===== src/rtl/osr_uart_pkg.sv =====
package osr_uart_pkg;

    localparam int OS_RATE = 16;
    localparam int MID_PT  = OS_RATE / 2;
    localparam int DATA_W  = 9;
    localparam int POS_W   = $clog2(OS_RATE + MID_PT + 1);
    localparam int IDLE_W  = $clog2(OS_RATE * 12 + 1);
    localparam int BIT_W   = $clog2(DATA_W + 1);

    localparam logic [1:0] STOP_HALF_CODE = 2'b01;

    typedef enum logic [2:0] {
        RX_IDLE,
        RX_START,
        RX_DATA,
        RX_PAR,
        RX_STOP,
        RX_STOP2
    } rx_state_e;

    typedef struct packed {
        logic [DATA_W-1:0] data;
        logic              fe;
        logic              ne;
        logic              pe;
        logic              brk;
    } frame_t;

    typedef struct packed {
        logic rdy;
        logic fe;
        logic ne;
        logic ore;
        logic pe;
        logic brk;
        logic idle;
    } flags_t;

    function automatic logic maj3(input logic [2:0] s);
        return (s[0] & s[1]) | (s[0] & s[2]) | (s[1] & s[2]);
    endfunction

    function automatic logic parity_bad(input logic [DATA_W-1:0] d,
                                        input logic pbit,
                                        input logic odd);
        return (^d) ^ pbit ^ odd;
    endfunction

endpackage


===== src/rtl/osr_bit_sampler.sv =====
module osr_bit_sampler
    import osr_uart_pkg::*;
(
    input  logic clk,
    input  logic rst,
    input  logic cap_i,
    input  logic rx_i,
    output logic vote_o,
    output logic noisy_o
);
    logic [2:0] samp_q;

    always_ff @(posedge clk) begin
        if (rst) begin
            samp_q <= 3'b111;
        end else if (cap_i) begin
            samp_q <= {samp_q[1:0], rx_i};
        end
    end

    assign vote_o  = maj3(samp_q);
    assign noisy_o = (|samp_q) & ~(&samp_q);

endmodule


===== src/rtl/osr_frame_fsm.sv =====
module osr_frame_fsm
    import osr_uart_pkg::*;
(
    input  logic   clk,
    input  logic   rst,
    input  logic   tick_i,
    input  logic   rx_i,
    input  logic   en_i,
    input  logic   nine_i,
    input  logic   par_en_i,
    input  logic   par_odd_i,
    input  logic [1:0] stop_mode_i,
    output logic   commit_o,
    output frame_t frame_o,
    output logic   in_idle_o
);
    localparam logic [POS_W-1:0] P_ONE      = POS_W'(1);
    localparam logic [POS_W-1:0] P_MID      = POS_W'(MID_PT);
    localparam logic [POS_W-1:0] P_STARTCHK = POS_W'(MID_PT + 3);
    localparam logic [POS_W-1:0] P_BIT_END  = POS_W'(OS_RATE);
    localparam logic [POS_W-1:0] P_HALF_SMP = POS_W'(OS_RATE);
    localparam logic [POS_W-1:0] P_HALF_END = POS_W'(OS_RATE + MID_PT);

    rx_state_e          state_q;
    logic [POS_W-1:0]   pos_q;
    logic [POS_W-1:0]   pos_nx;
    logic [BIT_W-1:0]   bit_q;
    logic [BIT_W-1:0]   last_bit;
    logic [DATA_W-1:0]  sh_q;
    logic [DATA_W-1:0]  data_sel;
    logic               ne_q;
    logic               zero_q;
    logic               pbit_q;
    logic               commit_q;
    frame_t             frame_q;
    logic               half_mode;
    logic [POS_W-1:0]   first_pt;
    logic [POS_W-1:0]   end_pt;
    logic               in_frame;
    logic               cap;
    logic               vote;
    logic               noisy;

    assign pos_nx    = pos_q + P_ONE;
    assign half_mode = (state_q == RX_STOP) && (stop_mode_i == STOP_HALF_CODE);
    assign first_pt  = half_mode ? P_HALF_SMP : P_MID;
    assign end_pt    = half_mode ? P_HALF_END : P_BIT_END;
    assign in_frame  = (state_q == RX_START) || (state_q == RX_DATA) ||
                       (state_q == RX_PAR)   || (state_q == RX_STOP);
    assign cap       = tick_i && en_i && in_frame &&
                       (pos_nx >= first_pt) && ((pos_nx - first_pt) < POS_W'(3));
    assign last_bit  = nine_i ? BIT_W'(DATA_W - 1) : BIT_W'(DATA_W - 2);
    assign data_sel  = nine_i ? sh_q : {1'b0, sh_q[DATA_W-1:1]};

    osr_bit_sampler u_sampler (
        .clk     (clk),
        .rst     (rst),
        .cap_i   (cap),
        .rx_i    (rx_i),
        .vote_o  (vote),
        .noisy_o (noisy)
    );

    always_ff @(posedge clk) begin
        if (rst) begin
            state_q  <= RX_IDLE;
            pos_q    <= '0;
            bit_q    <= '0;
            sh_q     <= '0;
            ne_q     <= 1'b0;
            zero_q   <= 1'b0;
            pbit_q   <= 1'b0;
            commit_q <= 1'b0;
            frame_q  <= '0;
        end else begin
            commit_q <= 1'b0;
            if (!en_i) begin
                state_q <= RX_IDLE;
                pos_q   <= '0;
            end else if (tick_i) begin
                unique case (state_q)
                    RX_IDLE: begin
                        if (!rx_i) begin
                            state_q <= RX_START;
                            pos_q   <= P_ONE;
                            bit_q   <= '0;
                            sh_q    <= '0;
                            ne_q    <= 1'b0;
                            zero_q  <= 1'b1;
                            pbit_q  <= 1'b0;
                        end
                    end
                    RX_START: begin
                        if (pos_nx == P_STARTCHK && vote) begin
                            state_q <= RX_IDLE;
                            pos_q   <= '0;
                        end else if (pos_nx == P_BIT_END) begin
                            state_q <= RX_DATA;
                            pos_q   <= '0;
                        end else begin
                            pos_q <= pos_nx;
                            if (pos_nx == P_STARTCHK) ne_q <= noisy;
                        end
                    end
                    RX_DATA: begin
                        if (pos_nx == P_BIT_END) begin
                            pos_q  <= '0;
                            sh_q   <= {vote, sh_q[DATA_W-1:1]};
                            ne_q   <= ne_q | noisy;
                            zero_q <= zero_q & ~vote;
                            bit_q  <= bit_q + BIT_W'(1);
                            if (bit_q == last_bit)
                                state_q <= par_en_i ? RX_PAR : RX_STOP;
                        end else begin
                            pos_q <= pos_nx;
                        end
                    end
                    RX_PAR: begin
                        if (pos_nx == P_BIT_END) begin
                            pos_q   <= '0;
                            pbit_q  <= vote;
                            ne_q    <= ne_q | noisy;
                            zero_q  <= zero_q & ~vote;
                            state_q <= RX_STOP;
                        end else begin
                            pos_q <= pos_nx;
                        end
                    end
                    RX_STOP: begin
                        if (pos_nx == end_pt) begin
                            pos_q         <= '0;
                            commit_q      <= 1'b1;
                            frame_q.data  <= data_sel;
                            frame_q.fe    <= ~vote;
                            frame_q.ne    <= ne_q | noisy;
                            frame_q.pe    <= par_en_i & parity_bad(data_sel, pbit_q, par_odd_i);
                            frame_q.brk   <= ~vote & zero_q;
                            state_q       <= stop_mode_i[1] ? RX_STOP2 : RX_IDLE;
                        end else begin
                            pos_q <= pos_nx;
                        end
                    end
                    RX_STOP2: begin
                        if (pos_nx == P_BIT_END) begin
                            pos_q   <= '0;
                            state_q <= RX_IDLE;
                        end else begin
                            pos_q <= pos_nx;
                        end
                    end
                    default: begin
                        state_q <= RX_IDLE;
                        pos_q   <= '0;
                    end
                endcase
            end
        end
    end

    assign commit_o  = commit_q;
    assign frame_o   = frame_q;
    assign in_idle_o = (state_q == RX_IDLE);

    // A character is only ever completed on an oversample tick
    assert_commit_on_tick_R4: assert property (@(posedge clk) disable iff (rst)
        commit_q |-> $past(tick_i));

    // A break character always carries a framing error
    assert_break_is_fe_R8: assert property (@(posedge clk) disable iff (rst)
        (commit_q && frame_q.brk) |-> frame_q.fe);

    // Dropping the enable abandons any character in progress
    assert_disable_discards_R13: assert property (@(posedge clk) disable iff (rst)
        (!en_i && !in_idle_o) |=> (in_idle_o && !commit_q));

endmodule


===== src/rtl/osr_idle_watch.sv =====
module osr_idle_watch
    import osr_uart_pkg::*;
(
    input  logic clk,
    input  logic rst,
    input  logic tick_i,
    input  logic rx_i,
    input  logic en_i,
    input  logic in_idle_i,
    input  logic commit_i,
    input  logic nine_i,
    input  logic par_en_i,
    output logic idle_set_o
);
    logic [IDLE_W-1:0] cnt_q;
    logic [IDLE_W-1:0] flen;
    logic              armed_q;
    logic              set_q;

    assign flen = IDLE_W'(OS_RATE * 10)
                + (nine_i   ? IDLE_W'(OS_RATE) : '0)
                + (par_en_i ? IDLE_W'(OS_RATE) : '0);

    always_ff @(posedge clk) begin
        if (rst) begin
            cnt_q   <= '0;
            armed_q <= 1'b0;
            set_q   <= 1'b0;
        end else begin
            set_q <= 1'b0;
            if (commit_i) armed_q <= 1'b1;
            if (!en_i || !in_idle_i || !rx_i) begin
                cnt_q <= '0;
            end else if (tick_i && armed_q) begin
                if (cnt_q == flen - IDLE_W'(1)) begin
                    set_q   <= 1'b1;
                    armed_q <= 1'b0;
                    cnt_q   <= '0;
                end else begin
                    cnt_q <= cnt_q + IDLE_W'(1);
                end
            end
        end
    end

    assign idle_set_o = set_q;

    // Idle is reported once per received character, never twice in a row
    assert_idle_single_R12: assert property (@(posedge clk) disable iff (rst)
        set_q |=> !set_q);

endmodule


===== src/rtl/osr_status_regs.sv =====
module osr_status_regs
    import osr_uart_pkg::*;
(
    input  logic              clk,
    input  logic              rst,
    input  logic              commit_i,
    input  frame_t            frame_i,
    input  logic              idle_set_i,
    input  logic              rd_status_i,
    input  logic              rd_data_i,
    output logic [DATA_W-1:0] data_o,
    output flags_t            flags_o
);
    flags_t            flags_q;
    flags_t            flags_nx;
    logic [DATA_W-1:0] data_q;
    logic              armed_q;
    logic              load;
    logic              ovr;
    logic              clr_err;

    assign load    = commit_i && !(flags_q.rdy && !rd_data_i);
    assign ovr     = commit_i &&  (flags_q.rdy && !rd_data_i);
    assign clr_err = rd_data_i && armed_q;

    always_comb begin
        flags_nx = flags_q;
        if (rd_data_i) flags_nx.rdy = 1'b0;
        if (clr_err) begin
            flags_nx.fe   = 1'b0;
            flags_nx.ne   = 1'b0;
            flags_nx.ore  = 1'b0;
            flags_nx.pe   = 1'b0;
            flags_nx.brk  = 1'b0;
            flags_nx.idle = 1'b0;
        end
        if (load) begin
            flags_nx.rdy = 1'b1;
            flags_nx.fe  = flags_nx.fe  | frame_i.fe;
            flags_nx.ne  = flags_nx.ne  | frame_i.ne;
            flags_nx.pe  = flags_nx.pe  | frame_i.pe;
            flags_nx.brk = flags_nx.brk | frame_i.brk;
        end
        if (ovr)        flags_nx.ore  = 1'b1;
        if (idle_set_i) flags_nx.idle = 1'b1;
    end

    always_ff @(posedge clk) begin
        if (rst) begin
            flags_q <= '0;
            data_q  <= '0;
            armed_q <= 1'b0;
        end else begin
            flags_q <= flags_nx;
            if (load) data_q <= frame_i.data;
            if (rd_status_i)    armed_q <= 1'b1;
            else if (rd_data_i) armed_q <= 1'b0;
        end
    end

    assign data_o  = data_q;
    assign flags_o = flags_q;

    // Overrun keeps the previous character and raises the overrun flag
    assert_ovr_keep_R10: assert property (@(posedge clk) disable iff (rst)
        (commit_i && flags_q.rdy && !rd_data_i) |=> (flags_q.ore && $stable(data_q)));

    // A data read not preceded by a status read leaves the sticky flags alone
    assert_err_hold_R11: assert property (@(posedge clk) disable iff (rst)
        (rd_data_i && !armed_q && !commit_i && !idle_set_i)
        |=> $stable({flags_q.fe, flags_q.ne, flags_q.ore, flags_q.pe, flags_q.brk, flags_q.idle}));

    // A data read with nothing arriving drops data-ready
    assert_rd_clears_rdy_R11: assert property (@(posedge clk) disable iff (rst)
        (rd_data_i && !commit_i) |=> !flags_q.rdy);

endmodule


===== src/rtl/osr_uart_rx.sv =====
module osr_uart_rx
    import osr_uart_pkg::*;
(
    input  logic       clk,
    input  logic       rst,
    input  logic       rx_i,
    input  logic       os_tick_i,
    input  logic       rx_en_i,
    input  logic       nine_bit_i,
    input  logic       parity_en_i,
    input  logic       parity_odd_i,
    input  logic [1:0] stop_mode_i,
    input  logic       multi_buf_i,
    input  logic       ie_data_i,
    input  logic       ie_idle_i,
    input  logic       ie_err_i,
    input  logic       rd_status_i,
    input  logic       rd_data_i,
    output logic [8:0] rx_data_o,
    output logic       rdy_o,
    output logic       fe_o,
    output logic       ne_o,
    output logic       ore_o,
    output logic       pe_o,
    output logic       brk_o,
    output logic       idle_o,
    output logic       irq_data_o,
    output logic       irq_idle_o,
    output logic       irq_err_o
);
    logic   commit;
    frame_t frame;
    logic   in_idle;
    logic   idle_set;
    flags_t flags;

    osr_frame_fsm u_fsm (
        .clk         (clk),
        .rst         (rst),
        .tick_i      (os_tick_i),
        .rx_i        (rx_i),
        .en_i        (rx_en_i),
        .nine_i      (nine_bit_i),
        .par_en_i    (parity_en_i),
        .par_odd_i   (parity_odd_i),
        .stop_mode_i (stop_mode_i),
        .commit_o    (commit),
        .frame_o     (frame),
        .in_idle_o   (in_idle)
    );

    osr_idle_watch u_idle (
        .clk        (clk),
        .rst        (rst),
        .tick_i     (os_tick_i),
        .rx_i       (rx_i),
        .en_i       (rx_en_i),
        .in_idle_i  (in_idle),
        .commit_i   (commit),
        .nine_i     (nine_bit_i),
        .par_en_i   (parity_en_i),
        .idle_set_o (idle_set)
    );

    osr_status_regs u_stat (
        .clk         (clk),
        .rst         (rst),
        .commit_i    (commit),
        .frame_i     (frame),
        .idle_set_i  (idle_set),
        .rd_status_i (rd_status_i),
        .rd_data_i   (rd_data_i),
        .data_o      (rx_data_o),
        .flags_o     (flags)
    );

    assign rdy_o  = flags.rdy;
    assign fe_o   = flags.fe;
    assign ne_o   = flags.ne;
    assign ore_o  = flags.ore;
    assign pe_o   = flags.pe;
    assign brk_o  = flags.brk;
    assign idle_o = flags.idle;

    assign irq_data_o = ie_data_i & flags.rdy;
    assign irq_idle_o = ie_idle_i & flags.idle;
    assign irq_err_o  = ie_err_i & multi_buf_i &
                        (flags.fe | flags.ne | flags.ore | flags.pe);

endmodule


===== config.mk =====
export PLATFORM = sky130hd
export DESIGN_NAME = osr_uart_rx
export DESIGN_NICKNAME = d
export VERILOG_FILES = /design/src/rtl/osr_uart_pkg.sv /design/src/rtl/osr_bit_sampler.sv /design/src/rtl/osr_frame_fsm.sv /design/src/rtl/osr_idle_watch.sv /design/src/rtl/osr_status_regs.sv /design/src/rtl/osr_uart_rx.sv
export SDC_FILE = /design/constraint.sdc
export NUM_CORES = 1
export LEC_CHECK = 0
export ABC_AREA = 1
export CAP_MARGIN = 0
export CORE_MARGIN = 1
export CORE_UTILIZATION = 35
export DETAILED_ROUTE_END_ITERATION = 6
export PLACE_DENSITY = 0.63
export REMOVE_ABC_BUFFERS = 1
export SLEW_MARGIN = 20
export SYNTH_ARGS = -nofsm -noshare
export SYNTH_HDL_FRONTEND = slang
export SYNTH_SLANG_ARGS = --single-unit

===== constraint.sdc =====
create_clock -name clk -period 2.65 [get_ports clk]
set_clock_uncertainty 0.05 [all_clocks]
set_input_delay 0.3975 -clock clk [delete_from_list [all_inputs] [get_ports clk]]
set_output_delay 0.3975 -clock clk [all_outputs]
set_load 0.01 [all_outputs]

; Yosys cells after proc, flatten, opt, wreduce, memory -nomap -nowiden
; Cells that the tools add are included.
[op_classes]
n_addsub = 7
n_lt_le_gt_ge = 2
n_eq_ne = 22
mux = 53
n_bitwise = 28
n_reduce_logical = 46
[op_table]
columns = op, count
row1 = $mux 5, 7
row2 = $mux 3, 11
row3 = $mux 9, 3
row4 = $pmux 5 s4, 1
row5 = $mux 1, 18
row6 = $pmux 3 s6, 1
row7 = $pmux 9 s2, 1
row8 = $mux 4, 4
row9 = $ne 2x2->1 const B, 8
row10 = $reduce_and 8->1, 2
row11 = $reduce_and 5->1, 3
row12 = $reduce_bool 2->1, 7
row13 = $logic_and 1x1->1, 11
row14 = $and 1x1->1, 10
row15 = $or 1x1->1, 10
row16 = $reduce_or 3->1, 3
row17 = $reduce_xor 9->1, 1
row18 = $add 8x1->8 const B, 1
row19 = $add 8x8->8, 1
row20 = $add 8x8->8 const A, 1
row21 = $eq 8x8->1, 1
row22 = $mux 8, 1
row23 = $pmux 4 s2, 1
row24 = $sub 8x1->8 const B, 1
row25 = 30 further kinds, 50
[word_totals]
reg_bits = 68
in_bits = 16
wordCells = 184

; Depth between registers and ports, before layout
[logic_depth]
depth_word = 8
ltp_mapped = 16
ltp_nobuf = 14

; Modules after synthesis
; A second synthesis with hierarchy kept.
[hier_totals]
hier_cells = 562
hier_area_um2 = 3787.4
[modules_own_cells]
columns = module, n_inst, cells_per_inst, area_each_um2, seq_area_each_um2
row1 = osr_frame_fsm, 1, 359, 2362.3, 760.7
row2 = osr_status_regs, 1, 92, 698.2, 340.3
row3 = osr_idle_watch, 1, 82, 561.8, 200.2
row4 = osr_bit_sampler, 1, 21, 133.9, 60.1
row5 = osr_uart_rx, 1, 8, 31.3, 0.0

; Worst setup path before layout
; Ideal clock, no wire load.
[synth_timing]
path_kind = flip-flop to flip-flop
from = register u_fsm.state_q[1]
to = register u_fsm.u_sampler.samp_q[0]
arrival_time_ps = 2029
required_ps = 2464
slack_ps = 436
stages_incl_launch_ff = 13
period_less_slack_ps = 2214
cell_sequence = dfxtp_1 > buf_6 > inv_6 > nand2_4 > nor2_8 > nand3_1 > ha_1 > fa_1 > nand3_1 > a211oi_1 > o31ai_2 > nand2_1 > o211ai_1
[synth_via]
elab_chain_cells = 7
elab_cells_between_ends = 15
cone_classes = add/sub: 1 / order compare: 2 / eq/ne: 4 / mux: 1 / reduce/logical: 7
[synth_lines]
columns = element, line_no
row1 = "start, declared", osr_frame_fsm.sv:24  ; rx_state_e state_q;
row2 = "start signal, assigned", osr_frame_fsm.sv:113  ; state_q <= par_en_i ? RX_PAR : RX_STOP;
row3 = "start signal, assigned", osr_frame_fsm.sv:138  ; state_q <= stop_mode_i[1] ? RX_STOP2 : RX_IDLE;
row4 = "parallel branches: the longest is 6 deep, another holds $sub 5x5->5", --
row5 = $logic_and 1x1->1 *, osr_frame_fsm.sv:51  ; (pos_nx >= first_pt) && ((pos_nx - first_pt) < POS_W'(3));
row6 = "end signal, assigned", osr_bit_sampler.sv:17  ; samp_q <= {samp_q[1:0], rx_i};
row7 = "end, declared", osr_bit_sampler.sv:11  ; logic [2:0] samp_q;
; Every way passes the cells marked *.
; A chain may end at the register's enable or synchronous reset.

; Worst setup path in the final report
[layout_timing]
from = register u_fsm.pos_q[0]
to = register u_fsm.u_sampler.samp_q[0]
[layout_via]
elab_chain_cells = 4
elab_cells_between_ends = 6
cone_classes = add/sub: 2 / order compare: 2 / reduce/logical: 2
[layout_lines]
columns = element, line_no
row1 = "start, declared", osr_frame_fsm.sv:25  ; logic [POS_W-1:0] pos_q;
row2 = "start signal, assigned", osr_frame_fsm.sv:101  ; pos_q <= pos_nx;
row3 = "start signal, assigned", osr_frame_fsm.sv:115  ; pos_q <= pos_nx;
row4 = "start signal, assigned", osr_frame_fsm.sv:126  ; pos_q <= pos_nx;
row5 = $add 5x1->5 *, osr_frame_fsm.sv:44  ; assign pos_nx = pos_q + P_ONE;
row6 = $sub 5x5->5 or $ge 5x5->1 (tied branches), osr_frame_fsm.sv:51
row7 = $lt 5x2->1 or $logic_and 1x1->1 (tied branches), "osr_frame_fsm.sv:51, osr_frame_fsm.sv:50"
row8 = $logic_and 1x1->1 *, osr_frame_fsm.sv:51
; Every way passes the cells marked *; elsewhere a longest branch is shown, timed or not.

==> results.md <==
- Status: finished clean
- Worst Setup End Kind: flip-flop
- Clock root cell: clkbuf_8
- Reg2Reg Depth: 10
- Max-cap violation count: 0
- Avg Inst Size Synth: 7.04 sq um
- R2R Path Start: u_fsm.pos_q[0]
- FFs w/ async S/R, synth: 0%
- Worst Path Arrival: 2.54 ns
- Drt total wl: 8720 microns
- Compound-Gate Fraction of Synth Area: 17.4%
- Worst Hold Launch: u_idle.idle_set_o
- WHS Path Cells: 2
- RD Place Congestion: 0.930
- Worst Path Required: 2.82 ns
- Setup TNS: 0 ns
- Post-Synth XOR/XNOR Area: 0.934%
- Initial Util: 36.2%
- Clk buf depth: 2
- Share of cells above drive strength 1: 13.0%
- Min Tclk post-route: 2.36 ns
- CTS tree: built
- Number of synthesized flops with an enable pin: 0
- Initial antenna violation count: 0
- Reg clk slew, reported paths: 0.08 ns
- Setup violations, final: 0
- Register area share after synthesis: 36.3%
- Vias per cell: 4.85
- Antenna cell count: 0
- Vias in the first global route: 3230
- Fillers: 1101
- Worst-Skew Late Latency: 0.35 ns
- Post-detail-place hpwl: 6460 microns
- DR pass1 iterations: 4
- Vias after detailed routing: 3458
- Seq cells post-synth: 68
- Hold worst-path end: u_stat.flags_o[0]
- Buffers on Ports: 34
- CP max FO: 6
- Global-route wire length before repair: 14900 microns
- Post-Synth Adder-Cell Area: 2.87%
- Min-Delay Path Class: flip-flop to flip-flop
- Hold buffers post-CTS: 0
- H-tree depth: 3
- Setup repair bufs after CTS: 0
- Row Count: 37
- Total CTS buffers: 9
- Pwr dens: 561 nW/um^2
- Synth warn: 0
- Post-Syn Area: 3750 sq um
- Mux cell area share after synthesis: 0%
- 1st-iter DRT viols: 192
- Reg2reg end: u_fsm.u_sampler.samp_q[0]
- Slew @ Worst Pin: 0.427 ns
- Antenna Nets Post-Route: 0
- Largest net degree at the start of global routing: 26
- Slew margin rel.: 71.4%
- Chip width: 106 microns
- Distinct cell type count after synthesis: 46
- Largest family of logic cells by synthesized area: simple AND/OR/NAND/NOR gates
- Post-Synth Simple-Gate Area: 32.3%
- GRT overflow: 0
- Primary FF master, synth: dfxtp_1
- Post-CTS Resized: 0
- Mapped Cells: 533
- Core Area: 10400 sq um
- Peak VDD IR: 0.234 mV
- Fmax: 423 MHz
- R2R Setup Slk: 0.29 ns
- Leakage: 1.92 nW
- Hold Fails Final Rpt: 0
- RSZ-0062 raised after global routing: no
- Chip Height: 106 microns
- Pins Over Slew Limit: 0
- Clock sinks: 68
- Crit Path Category: flip-flop to flip-flop
- DR WL/cell: 12.2 microns
- Drt drc: 0
- Top Ports: 35
- Area Overhead vs Synth: 19.8%
- GRT Total Usage: 16.7%
- Pre-CTS setup slack: 0.0808 ns
- Die Area: 11100 sq um
- # nets final: 596
- Final Worst Setup Slack: 0.286 ns
- Tcrit/Tclk final: 89.2%
- Startpoint Class: flip-flop
==> cells by family after synthesis <==
family,count (synthesis)
AO/OA/AOI/OAI,103
XOR/XNOR,4
adder cells (fa/ha/maj),8
buffers and inverters,83
flip-flops,68
AND/OR/NAND/NOR,267
==> synthesized netlist by cell type, drive strengths merged (5+ instances only) <==
| cell type | number | area, sq um |
|---|---|---|
| nand2 | 158 | 638 |
| dfxtp | 68 | 1360 |
| inv | 66 | 258 |
| nor2 | 60 | 267 |
| a21oi | 48 | 248 |
| o21ai | 29 | 149 |
| nand3 | 28 | 150 |
| a211oi | 14 | 155 |
| buf | 12 | 109 |
| nand4 | 9 | 56.3 |
| ha | 7 | 87.6 |
| clkbuf | 5 | 18.8 |
| o211ai | 5 | 37.5 |
==> where the power goes <==
group | leakage, nW | switching (W) | total, W | internal [W]
clock network | 0.134 | 0.000430 | 0.00116 | 0.000727
registers | 0.550 | 0.0000173 | 0.00106 | 0.00104
logic | 1.23 | 0.000193 | 0.000302 | 0.000109
==> cell usage in the layout, fill, tap and decap left out, drive strengths merged <==
cell / instances
nor3: 4
o211ai: 5
o221ai: 1
clkinv: 2
nand2: 158
a22oi: 1
ha: 7
o31ai: 1
or3: 1
and3: 1
inv: 67
clkdlybuf4s50: 34
o21bai: 1
bufinv: 4
a21o: 1
clkbuf: 9
o311ai: 1
o21ai: 29
buf: 11
and3b: 1
xnor2: 2
or2: 1
fa: 1
nor4: 1
xor2: 2
dfxtp: 68
nand3: 28
nor2: 60
a31o: 1
a21oi: 48
nand3b: 3
nand4: 9
a211oi: 14
==> registers in the layout (all words and copies together) (netlist names), 3 cells and up <==
register / cells
u_fsm.sh_q: 9
u_fsm.pos_q: 5
u_fsm.state_q: 3
u_idle.cnt_q: 8
u_fsm.bit_q: 4
u_stat.flags_o: 7
u_fsm.u_sampler.samp_q: 3
u_fsm.frame_o: 13
u_stat.data_o: 9
==> metrics by stage <==
step	util, %	total power, W	hold WS (ns)	cells	instance area [sq um]
2_1_floorplan	-	0.00128	0.363	516	3620
3_3_place_gp	40.6	0.00138	0.372	697	4220
3_5_place_dp	40.6	0.00138	0.384	697	4220
4_1_cts	43.3	0.00254	0.403	713	4490
5_1_grt	43.3	0.00263	0.427	713	4490
6_report	43.3	0.00252	0.398	713	4490
==> metal layers <==
layer,vias up,GRT usage (%),wire length (microns)
met1,1583,20.9,4270
li1,1805,-,-
met4,0,8.63,225
met5,-,0,0
met3,16,1.86,194
met2,54,28.2,4040
==> worst max-delay path: stages, from the launching register on <==
cell and delay, ns:
dfxtp_1 0.43, ha_1 0.25, nand4_1 0.16, nand2_4 0.14, inv_4 0.06, fa_1 0.54, nand3_1 0.09, a211oi_2 0.19
o31ai_2 0.15, nand2_1 0.09, o211ai_1 0.08
==> cell type report <==
cell class              count  area, sq um  share of cell area [%]
repair buffers             45          423                    9.42
flip-flops and latches     68         1360                    30.3
multi-input cells         382         2010                    44.7
inverters                  66          258                    5.74
clock buffers               9          124                    2.76
well taps                 136          170                    3.79
clock inverters             7          146                    3.26
==> how the worst max path moves through the flow <==
| stage | start | to | slack (ns) |
|---|---|---|---|
| final | u_fsm.pos_q[0] | u_fsm.u_sampler.samp_q[0] | 0.29 |
| after detailed placement | stop_mode_i[1] | u_fsm.u_sampler.samp_q[0] | 0.08 |
| after global routing | u_fsm.pos_q[0] | u_fsm.u_sampler.samp_q[1] | 0.05 |
| after CTS | u_fsm.state_q[0] | u_fsm.u_sampler.samp_q[0] | 0.24 |
| after floorplan | u_fsm.state_q[2] | u_fsm.u_sampler.samp_q[0] | 0.33 |
| after global placement | stop_mode_i[1] | u_fsm.u_sampler.samp_q[1] | 0.17 |
Note: power is estimated with default switching activity, not from simulation.
